<file path="config.mk">
export PLATFORM = sky130hd
export DESIGN_NAME = evt_nest_top
export DESIGN_NICKNAME = d
export VERILOG_FILES = /design/src/rtl/evt_pkg.sv /design/src/rtl/evt_sysmap.sv /design/src/rtl/evt_ctrl.sv /design/src/rtl/evt_dpath.sv /design/src/rtl/evt_nest_top.sv
export SDC_FILE = /design/constraint.sdc
export NUM_CORES = 1
export LEC_CHECK = 0
export BUFFER_PORTS_ARGS = -buffer_cell sky130_fd_sc_hd__buf_4
export CORE_ASPECT_RATIO = 1.1
export CORE_UTILIZATION = 55
export CTS_CLUSTER_SIZE = 30
export DETAILED_ROUTE_END_ITERATION = 7
export GPL_TIMING_DRIVEN = 1
export PLACE_DENSITY_LB_ADDON = 0.12
export SYNTH_ARGS = -nofsm -noshare
export SYNTH_HDL_FRONTEND = slang
export SYNTH_SLANG_ARGS = --single-unit
</file>
<file path="constraint.sdc">
create_clock -name clk -period 14.46 [get_ports clk]
set_clock_uncertainty 0.15 [all_clocks]
set_input_delay 0 -clock clk [delete_from_list [all_inputs] [get_ports clk]]
set_output_delay 0 -clock clk [all_outputs]
set_load 0.01 [all_outputs]
</file>
<file path="src/rtl/evt_pkg.sv">
package evt_pkg;
  localparam int NLVL    = 16;
  localparam int LW      = 4;
  localparam int NGEN    = 9;
  localparam int NPERLVL = 7;

  typedef struct packed {
    logic          take;
    logic [LW-1:0] lvl;
    logic [LW:0]   top;   // LW+1 bits, value NLVL means nothing active
  } ctlStb_t;

  function automatic logic [LW:0] firstSet(input logic [NLVL-1:0] v);
    logic [LW:0] r;
    r = (LW+1)'(NLVL);
    for (int i = NLVL-1; i >= 0; i--)
      if (v[i]) r = (LW+1)'(i);
    return r;
  endfunction
endpackage

</file>
<file path="src/rtl/evt_sysmap.sv">
module evt_sysmap #(
  parameter int NPER = 8,
  parameter int IW   = (NPER > 1) ? $clog2(NPER) : 1
) (
  input  logic            clk,
  input  logic            rst_n,
  input  logic            mapWrEn,
  input  logic [IW-1:0]   mapWrIdx,
  input  logic [2:0]      mapWrLvl,
  input  logic [NPER-1:0] perReq,
  output logic [6:0]      genReq
);
  logic [2:0] asg [NPER];

  for (genvar g = 0; g < NPER; g++) begin : gLine
    always_ff @(posedge clk) begin
      if (!rst_n)                                asg[g] <= 3'd7;
      else if (mapWrEn && mapWrIdx == IW'(g))    asg[g] <= mapWrLvl;
    end
  end

  always_comb begin
    genReq = '0;
    for (int i = 0; i < NPER; i++)
      if (asg[i] != 3'd7) genReq[asg[i]] = genReq[asg[i]] | perReq[i];
  end
endmodule

</file>
<file path="src/rtl/evt_ctrl.sv">
module evt_ctrl
  import evt_pkg::*;
(
  input  logic            clk,
  input  logic            rst_n,
  input  logic [NLVL-1:0] rawReq,
  input  logic            maskWrEn,
  input  logic [NGEN-1:0] maskWrData,
  input  logic            retPulse,
  output ctlStb_t         stb,
  output logic            takeEvt,
  output logic [LW-1:0]   evtVec,
  output logic [NLVL-1:0] activeMask
);
  logic [NLVL-1:0] prevRaw, pend, riseReq, enMask, elig, clrTake, clrRet;
  logic [NGEN-1:0] genEn;
  logic [LW:0]     winner, topLvl;
  logic            doTake;

  always_comb begin
    riseReq = rawReq & ~prevRaw;
    enMask  = {genEn, 3'b000, 4'b1111};
    elig    = pend & enMask;
    winner  = firstSet(elig);
    topLvl  = firstSet(activeMask);
    doTake  = !retPulse && (winner < topLvl);
    clrTake = doTake ? (NLVL'(1) << winner[LW-1:0]) : '0;
    clrRet  = (retPulse && !topLvl[LW]) ? (NLVL'(1) << topLvl[LW-1:0]) : '0;
    stb.take = doTake;
    stb.lvl  = winner[LW-1:0];
    stb.top  = topLvl;
  end

  always_ff @(posedge clk) begin
    if (!rst_n) begin
      prevRaw    <= '0;
      pend       <= '0;
      activeMask <= '0;
      genEn      <= '0;
      takeEvt    <= 1'b0;
      evtVec     <= '0;
    end else begin
      prevRaw    <= rawReq;
      pend       <= (pend & ~clrTake) | riseReq;
      activeMask <= (activeMask & ~clrRet) | clrTake;
      takeEvt    <= doTake;
      if (doTake)   evtVec <= winner[LW-1:0];
      if (maskWrEn) genEn  <= maskWrData;
    end
  end
endmodule

</file>
<file path="src/rtl/evt_dpath.sv">
module evt_dpath
  import evt_pkg::*;
#(
  parameter int AW = 32
) (
  input  logic          clk,
  input  logic          rst_n,
  input  ctlStb_t       stb,
  input  logic [AW-1:0] curPc,
  output logic [AW-1:0] retAddr
);
  logic [AW-1:0] saveReg [NLVL];

  for (genvar g = 0; g < NLVL; g++) begin : gSave
    always_ff @(posedge clk) begin
      if (!rst_n)                                 saveReg[g] <= '0;
      else if (stb.take && stb.lvl == LW'(g))     saveReg[g] <= curPc;
    end
  end

  assign retAddr = stb.top[LW] ? '0 : saveReg[stb.top[LW-1:0]];
endmodule

</file>
<file path="src/rtl/evt_nest_top.sv">
module evt_nest_top
  import evt_pkg::*;
#(
  parameter int NPER = 8,
  parameter int AW   = 32,
  parameter int IW   = (NPER > 1) ? $clog2(NPER) : 1
) (
  input  logic            clk,
  input  logic            rst_n,
  input  logic            emuReq,
  input  logic            rstEvtReq,
  input  logic            nmiPin,
  input  logic            wdogTimeout,
  input  logic            excReq,
  input  logic [1:0]      swIrq,
  input  logic [NPER-1:0] perReq,
  input  logic            mapWrEn,
  input  logic [IW-1:0]   mapWrIdx,
  input  logic [2:0]      mapWrLvl,
  input  logic            maskWrEn,
  input  logic [8:0]      maskWrData,
  input  logic            retPulse,
  input  logic [AW-1:0]   curPc,
  output logic            takeEvt,
  output logic [3:0]      evtVec,
  output logic [15:0]     activeMask,
  output logic [AW-1:0]   retAddr
);
  logic [NPERLVL-1:0] genReq;
  logic [NLVL-1:0]    rawReq;
  ctlStb_t            stb;

  evt_sysmap #(.NPER(NPER), .IW(IW)) uMap (
    .clk(clk), .rst_n(rst_n), .mapWrEn(mapWrEn), .mapWrIdx(mapWrIdx),
    .mapWrLvl(mapWrLvl), .perReq(perReq), .genReq(genReq)
  );

  assign rawReq = {swIrq[1], swIrq[0], genReq, 3'b000, excReq,
                   nmiPin | wdogTimeout, rstEvtReq, emuReq};

  evt_ctrl uCtrl (
    .clk(clk), .rst_n(rst_n), .rawReq(rawReq), .maskWrEn(maskWrEn),
    .maskWrData(maskWrData), .retPulse(retPulse), .stb(stb),
    .takeEvt(takeEvt), .evtVec(evtVec), .activeMask(activeMask)
  );

  evt_dpath #(.AW(AW)) uDp (
    .clk(clk), .rst_n(rst_n), .stb(stb), .curPc(curPc), .retAddr(retAddr)
  );
endmodule

</file>
==> run_results.csv, run 1 <==
group,metric,value,unit
final_layout,multi_input_area,0.0101,mm²
critical_path,reg2reg_depth,15,
die,coreArea,0.0493,mm²
detailed_routing,drt-total-wl,75.9,mm
critical_path,cp.required,14790,ps
synthesis,ys.flop_type,"edfxtp_1",
timing,rsz0062_at_grt,"no",
detailed_routing,antenna_left,0,
synthesis,syn_area,0.0277,mm²
grt,antenna_found_initial,1,
critical_path,worstSetupStartpoint,"uCtrl.activeMask[15]",
clock_network,clock_latency,620,ps
grt,grt_util_all_layers,0.297,
placed_design,place.port_buffers,119,
timing,slew_headroom,0.172,
critical_path,r2r_end,"uDp.saveReg[10][9]",
die,rows,85,
clock_network,cts.repair.resized,0,
final_layout,areaGrowthSynthToFinish,16.2,%
flow_run,max_cap_viol_count,0,
clock_network,h-tree-depth,2,
timing,finalCriticalPeriod,5820,ps
detailed_routing,wire_per_inst,22.1,µm
status,outcome,"finished, final reports clean",
timing,finalHoldViolations,0,
timing,slew_violations,0,
final_layout,seq_area,0.0172,mm²
synthesis,synth.ff_latch_count,592,
critical_path,worstSetupPathType,"reg -> reg",
grt,grtUsageMet2,0.488,
detailed_routing,drtPass1Iterations,5,
timing,tightest_slew,1240,ps
clock_network,cts_tree,"done",
clock_network,cts.reportedPaths.clkPinSlew,60,ps
detailed_routing,viasPerCell,5.84,
power_and_ir_drop,vdd_drop_max,0.0927,mV
grt,grt-ovfl-total,0,
grt,use_met1,0.404,
worst_hold_path,hold_depth,4,
synthesis,synth.most_common_cell,"edfxtp_1",
synthesis,avgSynthCellArea,11.0,µm²
die,dieHeight,237,µm
placed_design,dp_hpwl,44.9,mm
timing,max_freq,172,MHz
die,io-pin-count,120,
worst_hold_path,hold_class,"in -> reg",
grt,grt_pass1_vias,19714,
critical_path,r2r_slack,8640,ps
die,dieArea,0.0513,mm²
die,die_x,216,µm
power_and_ir_drop,p_leak,12.1,nW
synthesis,synth_top_area_frac,0.581,
detailed_routing,vias,20058,
final_layout,final.fill_count,3846,
timing,whs,29.5,ps
detailed_routing,drc,0,
critical_path,end_kind,"register",
clock_network,cts_root_buf,"clkbuf_16",
grt,grt_max_degree,91,
critical_path,rr_startpoint,"uCtrl.activeMask[15]",
timing,finalCritPeriodShare,0.402,
detailed_routing,drt-initial-drc-count,1919,
critical_path,cp.arrival,6140,ps
critical_path,critPathMaxFanout,67,
critical_path,cp-endpoint,"uDp.saveReg[10][9]",
synthesis,synthTopCellsByCount,"536 x edfxtp_1, 506 x nand2_1, 454 x and2_1",
synthesis,synth.area.top_cells,"edfxtp_1 58%, and2_1 10%, nand2_1 6.9%",
synthesis,postSynthCellCount,2520,
clock_network,cts.sinks,592,
timing,setup_viol,0,
placed_design,gp_congestion,0.899,
clock_network,numCtsBuffers,59,
grt,grt_pass1_wl,115,mm
synthesis,synth_cell_types,89,
synthesis,async_reset_ff_frac,0,
grt,top_usage_layer,"met2",
critical_path,critPathLaunchType,"register",
final_layout,nets,2807,
synthesis,synth_edf_count,536,
synthesis,yosys.area.top_type,"edfxtp_1",
timing,setup_tns,0,ps
synthesis,synth.yosys.seq_area_share,0.621,
synthesis,ys_warn_count,0,
grt,grt_use_met3,0.0486,
clock_network,clockBufferDepth,3,
power_and_ir_drop,p_per_area,132,mW/mm²
final_layout,drive_above_1_share,0.105,
die,start_util,0.561,
## per-layer routing
metal | share of wire | up-vias
li1 | - | 9340
met1 | 0.42 | 9823
met2 | 0.48 | 761
met3 | 0.078 | 134
met4 | 0.028 | 0
met5 | 0 | -
## state kept, by name (all words and copies together) (netlist names)
register	flops
uDp.saveReg	512
uMap.asg	24
uCtrl.activeMask	16
uCtrl.pend	13
uCtrl.prevRaw	13
uCtrl.genEn	9
uCtrl.evtVec	4
uCtrl.takeEvt	1
## stage by stage
| step | power (mW) | setup WS [ps] | std cells | cell area, µm² | utilization |
|---|---|---|---|---|---|
| global route | 4.39 | 8230 | 3431 | 32200 | 0.653 |
| floorplan | 2.52 | 8160 | 2615 | 28100 | - |
| global placement | 2.82 | 8750 | 3230 | 29500 | 0.598 |
| CTS | 4.24 | 8690 | 3431 | 32200 | 0.653 |
| finish | 4.24 | 8640 | 3432 | 32200 | 0.653 |
| detailed placement | 2.83 | 8720 | 3230 | 29500 | 0.598 |
## final cells by class
cell class / instances / share of cell area
clock buffer: 82 / 0.0492
timing repair buffer: 257 / 0.0674
multi-input combinational: 1792 / 0.315
sequential: 592 / 0.535
inverter: 34 / 0.00404
tap: 652 / 0.0253
antenna: 1 / 0.0000777
clock inverter: 22 / 0.00420
## placed cells by master, fill, tap and decap left out, types with 30 or more instances in the layout
cell and count:
a311oi_1 34, inv_1 30, and3_1 68, o221ai_1 33, a21oi_1 55, conb_1 96
nand3_1 87, dfxtp_1 56, nor2_1 55, clkbuf_16 60, edfxtp_1 536, or3_1 30
buf_4 160, a31oi_1 98, and2_1 454, dlygate4sd3_1 97, a211oi_1 38, nand2_1 506
## worst max-delay path, cell delays in order, from the launching register on
cell      delay (ps)
dfxtp_1          390
nor2_1            80
o31ai_1          240
a211oi_1         130
nor3_1           150
o31a_2           150
buf_4            650
inv_4            440
ha_1             320
a211oi_1         220
o21ai_0          100
a41oi_1          250
o211ai_1         460
or3_1            630
nor2_2           970
and2_1           260
## kinds of logic after synthesis
group,synth area share
simple gates,0.241
xor+xnor,0.000949
compound gates,0.0980
mux,0.00434
fa+ha+maj,0.00181
flops,0.621
other cells,0.000135
buf+inv,0.0323
## where the power goes
| group | switching, mW | total, mW | internal [mW] |
|---|---|---|---|
| registers | 0.0465 | 2.03 | 1.99 |
| clock network | 0.631 | 1.41 | 0.776 |
| logic | 0.540 | 0.799 | 0.259 |
## repair_timing
action	4_1_cts	5_1_grt
endpoints found under the hold margin	520	0
hold buffers	97	0
buffers inserted	0	0
## how the worst min path moves through the flow
stage / from / to / slack [ps]
final: wdogTimeout / uCtrl.prevRaw[2] / 30
after global routing: wdogTimeout / uCtrl.prevRaw[2] / 40
after CTS: wdogTimeout / uCtrl.prevRaw[2] / 1
after detailed placement: excReq / uCtrl.prevRaw[3] / 60
after global placement: excReq / uCtrl.prevRaw[3] / 50
after floorplan: excReq / uCtrl.prevRaw[3] / -40
No activity file was read; power rests on OpenSTA's default activity.
==> inputs of run 2 (changes only) <==
--- a/config.mk
+++ b/config.mk
@@ -5,6 +5,7 @@
 export SDC_FILE = /design/constraint.sdc
 export NUM_CORES = 1
 export LEC_CHECK = 0
+export ABC_AREA = 1
 export BUFFER_PORTS_ARGS = -buffer_cell sky130_fd_sc_hd__buf_4
 export CORE_ASPECT_RATIO = 1.1
 export CORE_UTILIZATION = 55
==> constraint.sdc (replaced) <==
create_clock -name clk -period 4.91 [get_ports clk]
set_clock_uncertainty 0.15 [all_clocks]
set_input_delay 0 -clock clk [delete_from_list [all_inputs] [get_ports clk]]
set_output_delay 0 -clock clk [all_outputs]
set_load 0.01 [all_outputs]
==> run 2 against run 1 <==
Maximum frequency up 28%. Non-clock buffer count increased by 18. Worst setup slack worse by 8300 ps. Largest power group unchanged. Die area down 7.2%. Synthesized cell count decreased by 7.7%. Clock power grew to 3.2 times the previous value. Combinational power grew to 4.3 times the previous value. Total power grew to 3.3 times the previous value. Synthesized area is 7.3% lower. Largest cell class unchanged. Final cell count decreased by 6.1%. Sequential share of layout area increased by 2.6 points. Via count shrank 1.6%.
==> run_results.csv, run 2 <==
group,metric,value,unit
die,rows,82,
critical_path,cp_slowest_cell,"edfxtp_1",
critical_path,rr_startpoint,"uMap.asg[0][3]",
timing,rsz0062_at_grt,"yes",
die,coreArea,0.0459,mm²
critical_path,cp.arrival,4900,ps
grt,grt-ovfl-total,0,
final_layout,regMostFlops,"uDp.saveReg",
power_and_ir_drop,p_per_area,456,mW/mm²
synthesis,synthTopCellsByCount,"639 x nor2_1, 536 x edfxtp_1, 157 x clkbuf_1",
worst_hold_path,holdPathEnd,"uCtrl.prevRaw[2]",
flow_run,max_cap_viol_count,0,
timing,slew_violations,0,
synthesis,ys_warn_count,0,
clock_network,clock_latency,630,ps
final_layout,drive_above_1_share,0.149,
detailed_routing,drtPass1Iterations,6,
synthesis,synth.most_common_cell,"nor2_1",
placed_design,gp_congestion,0.907,
placed_design,numPlacedInstances,3021,
detailed_routing,antenna_left,0,
detailed_routing,wire_per_inst,23.9,µm
final_layout,largest_register_ffs,512,
grt,grt_util_all_layers,0.325,
clock_network,cts.reportedPaths.clkPinSlew,60,ps
synthesis,synth.area.top_cells,"edfxtp_1 63%, nor2_1 9.3%, dfxtp_1 4.4%",
die,dieHeight,229,µm
placed_design,placed_area,0.0278,mm²
timing,setup_tns,0,ps
critical_path,reg2reg_depth,32,
synthesis,yosys.area.top_type,"edfxtp_1",
synthesis,synth_cell_types,41,
final_layout,reg_top3,"uDp.saveReg x512, uMap.asg x24, uCtrl.activeMask x16",
grt,grt_pass1_wl,117,mm
synthesis,syn_area,0.0257,mm²
clock_network,h-tree-depth,2,
timing,setup_viol,0,
timing,finalHoldViolations,0,
final_layout,final_cell_mix,"637 x nor2_1, 536 x edfxtp_1, 164 x buf_4, 131 x nand2_1, 116 x nand3_1",
final_layout,instances_no_fill,3223,
detailed_routing,drc,0,
grt,grt_max_degree,71,
timing,finalCriticalPeriod,4530,ps
synthesis,synth_edf_count,536,
clock_network,cts.sinks,592,
final_layout,final_common_cell,"nor2_1",
final_layout,nets,2662,
detailed_routing,drt-total-wl,77.0,mm
critical_path,cp.required,5280,ps
critical_path,r2r_end,"uCtrl.pend[8]",
synthesis,synth.ff_latch_count,592,
synthesis,postSynthCellCount,2325,
die,start_util,0.560,
timing,slew_headroom,0.291,
critical_path,worstSetupPathType,"reg -> reg",
critical_path,r2r_slack,380,ps
clock_network,cts_tree,"done",
die,dieArea,0.0476,mm²
timing,whs,20.8,ps
detailed_routing,drt-initial-drc-count,2202,
critical_path,critPathLaunchType,"register",
critical_path,critPathMaxFanout,7,
critical_path,end_kind,"register",
placed_design,dp_hpwl,43.3,mm
die,io-pin-count,120,
worst_hold_path,min_from,"wdogTimeout",
status,outcome,"finished, final reports clean",
power_and_ir_drop,p_leak,12.1,nW
clock_network,clockBufferDepth,3,
synthesis,async_reset_ff_frac,0,
critical_path,path_common_cell,"nand3_1",
power_and_ir_drop,p_total,14.0,mW
die,die_x,208,µm
clock_network,numCtsBuffers,58,
synthesis,ys.flop_type,"edfxtp_1",
detailed_routing,vias,19743,
timing,finalCritPeriodShare,0.923,
synthesis,synth_top_area_frac,0.627,
final_layout,areaGrowthSynthToFinish,19.4,%
placed_design,place.port_buffers,119,
power_and_ir_drop,vdd_drop_max,0.321,mV
grt,grt_pass1_vias,19892,
synthesis,avgSynthCellArea,11.0,µm²
timing,max_freq,221,MHz
synthesis,synth.yosys.seq_area_share,0.670,
clock_network,cts_root_buf,"clkbuf_16",
final_layout,fin_area,0.0307,mm²
worst_hold_path,hold_depth,4,
worst_hold_path,hold_class,"in -> reg",
grt,antenna_found_initial,1,
critical_path,critical_path.max_stage_delay,460,ps
timing,tightest_slew,1060,ps
detailed_routing,viasPerCell,6.13,
-- run 2: cell types whose count changed after synthesis, moves of 68 or more --
cell	delta
and3_1	-68
nand2_1	-363
and2_1	-454
a31oi_1	-97
nor3_1	+69
nor2_1	+570
inv_1	+82
-- run 2: layer usage --
| layer | share of wire | global-route usage | vias up |
|---|---|---|---|
| met2 | 0.49 | 0.556 | 1014 |
| met5 | 0 | 0 | - |
| met3 | 0.086 | 0.0481 | 205 |
| met1 | 0.38 | 0.418 | 9674 |
| li1 | - | - | 8850 |
| met4 | 0.036 | 0.129 | 0 |
-- run 2: cells by family (layout without fill, tap and decap cells) --
kind of cell	count (synthesis)	in the layout	synth area share
AOI/OAI and AO/OA	349	349	0.106
adders and majority gates	4	4	0.00195
buffers and inverters	302	516	0.0449
DFF	592	592	0.670
other	1	97	0.000146
and+or+nand+nor	1077	1077	0.177
-- run 2: layout make-up --
| class | instances | area, µm² |
|---|---|---|
| Fill cell | 3449 | 15200 |
| Antenna cell | 1 | 2.50 |
| Sequential cell | 592 | 17200 |
| Clock inverter | 31 | 325 |
| Timing Repair Buffer | 275 | 2480 |
| Tap cell | 588 | 736 |
| Multi-Input combinational cell | 1526 | 7830 |
| Clock buffer | 72 | 1570 |
| Inverter | 138 | 528 |
-- run 2: worst max-delay path by stage --
| stage | startpoint | end | slack [ps] | depth (start not counted) |
|---|---|---|---|---|
| 4_1_cts | uMap.asg[0][3] | uCtrl.pend[10] | 70 | 32 |
| 6_report | uMap.asg[0][3] | uCtrl.pend[8] | 380 | 32 |
| 5_1_grt | uMap.asg[0][3] | uCtrl.pend[10] | -170 | 32 |
| 2_1_floorplan | uCtrl.activeMask[5] | uDp.saveReg[0][0] | 150 | 12 |
| 3_3_place_gp | uMap.asg[0][3] | uCtrl.pend[8] | 290 | 32 |
| 3_5_place_dp | uMap.asg[0][3] | uCtrl.pend[12] | 90 | 32 |
-- run 2: timing repair --
action,CTS,global route
gates resized for setup,0,15
buffers inserted,0,1
hold buffers,97,0
hold endpoints to repair,528,0
setup endpoints to repair,0,14
-- run 2: through the flow --
| step | setup WS (ps) | util |
|---|---|---|
| after floorplan | 146 | - |
| after global placement | 295 | 0.605 |
| after detailed placement | 91.0 | 0.605 |
| after CTS | 65.3 | 0.667 |
| after global routing | -171 | 0.669 |
| final | 379 | 0.669 |
-- run 2: worst max-delay path: cells and delay by family (launching register included) --
kind                   cells  cell delay, ps
buffers and inverters      1             180
AND/OR/NAND/NOR           31            3650
flip-flops                 1             460
-- run 2: where the power goes --
part / switching (mW) / internal [mW] / leakage, nW
Sequential: 0.159 / 5.93 / 5.95
Combinational: 2.28 / 1.15 / 5.27
Clock: 1.91 / 2.57 / 0.928
